`src/rtl/hsec_pkg.sv`:
```
package hsec_pkg;

    // smallest r with 2^r >= m + r + 1
    function automatic int chk_bits(input int m);
        int r;
        r = 0;
        while ((1 << r) < (m + r + 1)) begin
            r++;
        end
        return r;
    endfunction

    function automatic bit is_pow2(input int p);
        return (p & (p - 1)) == 0;
    endfunction

    // 1-based data index held at a non-power-of-two codeword position
    function automatic int data_idx(input int p);
        return p - $clog2(p + 1);
    endfunction

    // bit index of a power-of-two position
    function automatic int pow2_log(input int p);
        return $clog2(p);
    endfunction

endpackage

```
`src/rtl/hsec_scatter.sv`:
```
module hsec_scatter
    import hsec_pkg::*;
#(
    parameter int DATA_W = 64,
    parameter int CODE_W = DATA_W + chk_bits(DATA_W)
) (
    input  logic [DATA_W-1:0] data_i,
    output logic [CODE_W:1]   slots_o
);

    // data bit n (1-based) comes from data_i[DATA_W-n]; check slots stay 0
    for (genvar p = 1; p <= CODE_W; p++) begin : g_slot
        if (is_pow2(p)) begin : g_chk
            assign slots_o[p] = 1'b0;
        end else begin : g_dat
            assign slots_o[p] = data_i[DATA_W - data_idx(p)];
        end
    end

endmodule

```
`src/rtl/hsec_checkgen.sv`:
```
module hsec_checkgen #(
    parameter int CODE_W = 71,
    parameter int CHK_W  = 7
) (
    input  logic [CODE_W:1]  slots_i,
    output logic [CHK_W-1:0] chk_o
);

    for (genvar k = 0; k < CHK_W; k++) begin : g_chk
        always_comb begin
            chk_o[k] = 1'b0;
            for (int p = 1; p <= CODE_W; p++) begin
                if (((p >> k) & 1) == 1) begin
                    chk_o[k] = chk_o[k] ^ slots_i[p];
                end
            end
        end
    end

endmodule

```
`src/rtl/hsec_outreg.sv`:
```
module hsec_outreg #(
    parameter int CODE_W = 71
) (
    input  logic              clk,
    input  logic              rst,
    input  logic              valid_i,
    input  logic [CODE_W-1:0] code_i,
    output logic              valid_o,
    output logic [CODE_W-1:0] code_o
);

    typedef struct packed {
        logic              vld;
        logic [CODE_W-1:0] code;
    } stage_t;

    stage_t stage_d;
    stage_t stage_q;

    always_comb begin
        stage_d     = stage_q;
        stage_d.vld = valid_i;
        if (valid_i) begin
            stage_d.code = code_i;
        end
        if (rst) begin
            stage_d.vld  = 1'b0;
            stage_d.code = '0;
        end
    end

    always_ff @(posedge clk) begin
        stage_q <= stage_d;
    end

    assign valid_o = stage_q.vld;
    assign code_o  = stage_q.code;

endmodule

```
`src/rtl/hsec_enc64.sv`:
```
module hsec_enc64
    import hsec_pkg::*;
#(
    parameter int DATA_W     = 64,
    parameter bit REGISTERED = 1'b1,
    parameter int CHK_W      = chk_bits(DATA_W),
    parameter int CODE_W     = DATA_W + CHK_W
) (
    input  logic              clk,
    input  logic              rst,
    input  logic              valid_i,
    input  logic [DATA_W-1:0] data_i,
    output logic              valid_o,
    output logic [CODE_W-1:0] code_o
);

    logic [CODE_W:1]   slots;
    logic [CHK_W-1:0]  chk;
    logic [CODE_W-1:0] code_d;

    hsec_scatter #(
        .DATA_W (DATA_W),
        .CODE_W (CODE_W)
    ) u_scatter (
        .data_i  (data_i),
        .slots_o (slots)
    );

    hsec_checkgen #(
        .CODE_W (CODE_W),
        .CHK_W  (CHK_W)
    ) u_checkgen (
        .slots_i (slots),
        .chk_o   (chk)
    );

    // position p drives vector bit CODE_W-p
    for (genvar p = 1; p <= CODE_W; p++) begin : g_merge
        if (is_pow2(p)) begin : g_chk
            assign code_d[CODE_W - p] = chk[pow2_log(p)];
        end else begin : g_dat
            assign code_d[CODE_W - p] = slots[p];
        end
    end

    if (REGISTERED) begin : g_reg
        hsec_outreg #(
            .CODE_W (CODE_W)
        ) u_outreg (
            .clk     (clk),
            .rst     (rst),
            .valid_i (valid_i),
            .code_i  (code_d),
            .valid_o (valid_o),
            .code_o  (code_o)
        );
    end else begin : g_comb
        assign valid_o = valid_i;
        assign code_o  = code_d;
    end

endmodule

```
`config.mk`:
```
export PLATFORM = sky130hd
export DESIGN_NAME = hsec_enc64
export DESIGN_NICKNAME = d
export VERILOG_FILES = /design/src/rtl/hsec_pkg.sv /design/src/rtl/hsec_scatter.sv /design/src/rtl/hsec_checkgen.sv /design/src/rtl/hsec_outreg.sv /design/src/rtl/hsec_enc64.sv
export SDC_FILE = /design/constraint.sdc
export NUM_CORES = 1
export LEC_CHECK = 0
export CAP_MARGIN = 25
export CORE_MARGIN = 4
export CORE_UTILIZATION = 48
export CTS_CLUSTER_SIZE = 12
export DETAILED_ROUTE_END_ITERATION = 16
export GPL_TIMING_DRIVEN = 0
export HOLD_SLACK_MARGIN = 0.12
export PLACE_DENSITY = 0.88
export SLEW_MARGIN = 15
export SYNTH_ARGS = -nofsm -noshare
export SYNTH_HDL_FRONTEND = slang
export SYNTH_SLANG_ARGS = --single-unit
```
`constraint.sdc`:
```
create_clock -name clk -period 5.1 [get_ports clk]
set_clock_uncertainty 0.1 [all_clocks]
set_input_delay 0.765 -clock clk [delete_from_list [all_inputs] [get_ports clk]]
set_output_delay 0.765 -clock clk [all_outputs]
set_load 0.02 [all_outputs]
```
==> results of run 1 <==
## final timing paths
kind	startpoint	slack, ns	cells past startpoint	to
max reg2reg	g_reg.u_outreg.code_o[45]	4.28	2	g_reg.u_outreg.code_o[45]
min reg2reg	g_reg.u_outreg.code_o[55]	0.38	2	g_reg.u_outreg.code_o[55]
min	g_reg.u_outreg.code_o[55]	0.38	2	g_reg.u_outreg.code_o[55]
max	data_i[11]	2.25	6	g_reg.u_outreg.code_o[39]
## cell usage after synthesis
library cell / number / share of area
dfxtp_1: 72 / 0.38
nor2_1: 66 / 0.066
mux2i_1: 65 / 0.17
xnor2_1: 43 / 0.10
xnor3_1: 26 / 0.16
xor2_1: 15 / 0.035
clkbuf_1: 9 / 0.0090
buf_1: 6 / 0.0060
xnor2_2: 4 / 0.017
xor3_1: 3 / 0.019
a22o_1: 2 / 0.0047
nand2_1: 2 / 0.0020
nand2b_1: 2 / 0.0033
o21ai_1: 2 / 0.0027
xnor3_2: 2 / 0.013
a21o_1: 1 / 0.0020
buf_2: 1 / 0.0013
inv_1: 1 / 0.0010
nor3b_1: 1 / 0.0020
o22ai_1: 1 / 0.0017
## where the power goes
| group | internal [mW] | switching (mW) |
|---|---|---|
| logic | 0.446 | 0.294 |
| clock network | 0.303 | 0.213 |
| registers | 0.613 | 0.0281 |
## routing by layer
| metal | routed length, µm | track usage |
|---|---|---|
| met4 | 222 | 0.0841 |
| met2 | 5170 | 0.397 |
| met5 | 0 | 0 |
| met3 | 763 | 0.0635 |
| met1 | 4260 | 0.272 |
## sequential cells by signal, summed over array words and instances (netlist names)
register / flops
g_reg.u_outreg.code_o: 71
g_reg.u_outreg.valid_o: 1
## cell families after synthesis
kind of cell	Yosys count	share of synthesized area
DFF	72	0.384
buffers and inverters	17	0.0173
xor gates and xnor gates	93	0.341
muxes	65	0.173
and+or+nand+nor	71	0.0734
AOI/OAI and AO/OA	6	0.0110
## critical path: stages
cell and delay, ns:
clkdlybuf4s50_1 0.55, xnor2_1 0.34, xnor3_1 0.49, xnor2_1 0.28
xnor3_1 0.45, o21ai_1 0.13
## cell type report
class	count	area [µm²]
flip-flops and latches	72	1440
plain buffers	16	61.3
fillers	521	1940
inverters	1	3.75
repair buffers	136	1360
clock buffers	12	155
clock inverters	4	76.3
well taps	99	124
multi-input cells	235	2240
==> impl_metrics.ini, run 1 <==
[placed_design]
placed_area_um2 = 5240
dp.cells = 559
place.port_buffers = 136
pre_cts_ws_ns = 1.91
dp.final_hpwl_um = 8190
globalplace.congestion = 0.786

[clock_network]
hold_buffers = 0
cts_root_buffer = clkbuf_8
clk_pin_slew_ns = 0.07
post_cts_buffers = 0
htreeDepth = 3
cts_resized = 0
cts.sinks = 72
clk_path_buf_depth = 2
cts_buffers = 9
clock_latency_ns = 0.34
cts_tree = done

[detailed_routing]
wl_per_cell_um = 18.1
totalWireLength_um = 10400
final_antenna_net_count = 0
drc_errors = 0
via_count = 2857
drtIter0Drc = 92
firstDrtPassIters = 4
routed_via_density = 4.97

[global_route]
first_global_vias = 2959
grt_overflow = 0
grt_max_degree = 13
antenna_found_initial = 0
grt_pass1_wl_um = 15700
track_usage = 0.230

[floorplanning]
die_y_um = 96.4
core.rowCount = 31
boundaryPins = 139
die_area_um2 = 9290
core_area_um2 = 7410
initial_core_util = 0.506
die_w_um = 96.4

[layout]
synthToLayoutAreaGrowth_pct = 45.8
final_util = 0.738
final_cell_area_um2 = 5470
layout_commonest_cell = clkdlybuf4s50_1
diodes = 0
final_cell_mix = clkdlybuf4s50_1, dfxtp_1, nor2_1
nets = 538
drive_gt1_frac = 0.0462
fin_cells = 575

[logic_synthesis]
synth-seq-cells = 72
syn-num-nets = 391
syn_area_per_cell_um2 = 11.6
yosysSeqAreaShare = 0.384
ys_types = 20
ys_warn_count = 0
syn_inst = 324
synthesis.area_um2 = 3750

[hold_path]
hp-class = reg -> reg

[critical_path]
endpoint_kind = register
startpoint_type = primary input
critPathArrivalTime_ns = 3.01
crit_fanout = 3
cp.required_ns = 5.27
crit_type = in -> reg

[power_and_ir_drop]
leakage_nw = 2.44
ir_worst_vdd_uv = 292
power_density_nw_per_um2 = 347
finalPower_mw = 1.90

[sta]
finalSetupTns_ns = 0
fin_crit_sh = 0.558
final_hold_viol_count = 0
timing.hold.ws_ns = 0.382
tightest_slew_ns = 0.757
setup_violations = 0
min_period_ns = 2.85
finalWorstSetupSlack_ns = 2.25
fmax_mhz = 351
slew-limit-headroom = 0.495
rsz0062_at_grt = false
maxSlewViolCount = 0

[run_status]
status = finished clean

[run]
drv_cap = 0
Note: power is estimated with default switching activity, not from simulation.
==> run 2: changes to the inputs <==
CORE_UTILIZATION = 40   (was 48)
PLACE_DENSITY = 0.78   (was 0.88)
clock period = 2.5 ns   (was 5.1 ns; I/O delays follow)
==> run 2 against run 1 <==
Cell count grew 2.1%. Clock power grew 79%. Global-route usage shrank 3.8 points. Highest routed layer unchanged. Power grew 97%. Worst hold slack got worse by 0.0065 ns. Sequential power grew 100%. Final area shrank 0.21%. Clock-buffer cell count down 1. Setup slack got worse by 2.1 ns. First-iteration DRC count decreased by 4.3%. Critical path type unchanged. Die area grew 18%. Via count shrank 0.84%.
==> impl_metrics.ini, run 2 (synthesis gave the netlist of run 1 again) <==
[global_route]
antenna_found_initial = 0
grt_overflow = 0
first_global_vias = 3031
track_usage = 0.192
grt_pass1_wl_um = 16400
grt_max_degree = 13

[critical_path]
r2r-start = g_reg.u_outreg.code_o[67]
critical_path.max_stage_delay_ns = 0.52
cp.required_ns = 2.64
crit_chain = clkdlybuf4s50_1 -> xnor2_2 -> xnor3_1 -> xnor3_1 -> xnor3_1 -> a22o_1
endpoint = g_reg.u_outreg.code_o[69]
crit_type = in -> reg
rrSetupSlack_ns = 1.71
r2r_end = g_reg.u_outreg.code_o[67]
endpoint_kind = register
reg2reg_depth = 2
startpoint = data_i[15]
critPathSlowestCell = clkdlybuf4s50_1
startpoint_type = primary input
path_common_cell = xnor3_1
crit_fanout = 3
critPathArrivalTime_ns = 2.52

[clock_network]
clk_pin_slew_ns = 0.08
clock_latency_ns = 0.35
clk_path_buf_depth = 2
cts_root_buffer = clkbuf_8
cts.sinks = 72
hold_buffers = 0
cts_buffers = 9
htreeDepth = 3
cts_tree = done
cts_resized = 0
post_cts_buffers = 0

[sta]
fin_crit_sh = 0.953
min_period_ns = 2.38
tightest_slew_ns = 0.764
fmax_mhz = 420
maxSlewViolCount = 0
rsz0062_at_grt = false
finalWorstSetupSlack_ns = 0.116
slew-limit-headroom = 0.491
finalSetupTns_ns = 0
setup_violations = 0
timing.hold.ws_ns = 0.376
final_hold_viol_count = 0

[placed_design]
globalplace.congestion = 0.813
pre_cts_ws_ns = -0.239
place.port_buffers = 136
dp.final_hpwl_um = 8290

[floorplanning]
core.rowCount = 35
boundaryPins = 139
core_area_um2 = 9200
initial_core_util = 0.408
die_area_um2 = 11000
die_w_um = 105
die_y_um = 105

[layout]
largest_reg_flops = 71
diodes = 0
drive_gt1_frac = 0.0483
layout_commonest_cell = clkdlybuf4s50_1
synthToLayoutAreaGrowth_pct = 45.5
final_cell_mix = clkdlybuf4s50_1, dfxtp_1, nor2_1
nets = 538
fill_cells = 790

[power_and_ir_drop]
intPower_mw = 2.65
switching_share = 0.292
p_comb_frac = 0.404
power_switching_mw = 1.09
ir_worst_vdd_uv = 367
power_density_nw_per_um2 = 686
leakage_nw = 2.43
seqPwrFrac = 0.349
pwr-share-clk = 0.247

[detailed_routing]
routed_via_density = 4.83
totalWireLength_um = 10300
drc_errors = 0
via_count = 2833
drtIter0Drc = 88
firstDrtPassIters = 4
final_antenna_net_count = 0
wl_per_cell_um = 17.6

[run_status]
status = finished clean

[run]
drv_cap = 0

[hold_path]
hp-class = reg -> reg
-- run 2: how the worst min path moves through the flow --
stage                                      to                      start  cells past startpoint
finish              g_reg.u_outreg.code_o[39]  g_reg.u_outreg.code_o[39]                      2
global route        g_reg.u_outreg.code_o[55]  g_reg.u_outreg.code_o[55]                      2
CTS                 g_reg.u_outreg.code_o[39]  g_reg.u_outreg.code_o[39]                      2
detailed placement  g_reg.u_outreg.code_o[39]  g_reg.u_outreg.code_o[39]                      2
global placement    g_reg.u_outreg.code_o[55]  g_reg.u_outreg.code_o[55]                      2
floorplan           g_reg.u_outreg.code_o[39]  g_reg.u_outreg.code_o[39]                      2
-- run 2: power by group through the flow --
stage	clock (mW)	combinational [mW]	sequential [mW]
6_report	0.925	1.51	1.31
5_1_grt	1.01	1.61	1.32
4_1_cts	0.949	1.52	1.31
3_5_place_dp	0	1.51	1.33
3_3_place_gp	0	1.49	1.33
2_1_floorplan	0	0.893	1.45
-- run 2: worst max-delay path, delay by kind of cell --
kind / cells / cell delay (ns)
xor gates and xnor gates: 4 / 1.43
buffers and inverters: 1 / 0.52
AOI/OAI and AO/OA: 1 / 0.19
-- run 2: layout make-up --
class / count / area, µm² / share of cell area
multi-input cells: 235 / 2250 / 0.413
flip-flops and latches: 72 / 1440 / 0.264
repair buffers: 136 / 1360 / 0.249
clock buffers: 11 / 141 / 0.0259
well taps: 111 / 139 / 0.0255
plain buffers: 16 / 61.3 / 0.0112
clock inverters: 5 / 56.3 / 0.0103
inverters: 1 / 3.75 / 0.000688
-- run 2: per-layer routing --
metal / track usage / up-vias / wire length (µm)
li1: - / 1365 / -
met1: 0.235 / 1353 / 4390
met2: 0.322 / 101 / 5050
met3: 0.0605 / 14 / 736
met4: 0.0590 / 0 / 168
met5: 0 / - / 0
-- run 2: through the flow --
stage | instances | instance area [µm²] | total power, mW | util
6_report | 587 | 5460 | 3.74 | 0.593
5_1_grt | 587 | 5460 | 3.94 | 0.593
4_1_cts | 587 | 5450 | 3.78 | 0.593
3_5_place_dp | 571 | 5250 | 2.84 | 0.571
3_3_place_gp | 571 | 5250 | 2.82 | 0.571
2_1_floorplan | 324 | 3750 | 2.34 | -
==> run 3: changes to the inputs <==
ABC_CLOCK_PERIOD_IN_PS = 2500   (was default)
CAP_MARGIN = default   (was 25)
==> results of run 3 <==
Same layout as run 2: the final DEF is identical, and so are final timing and power.
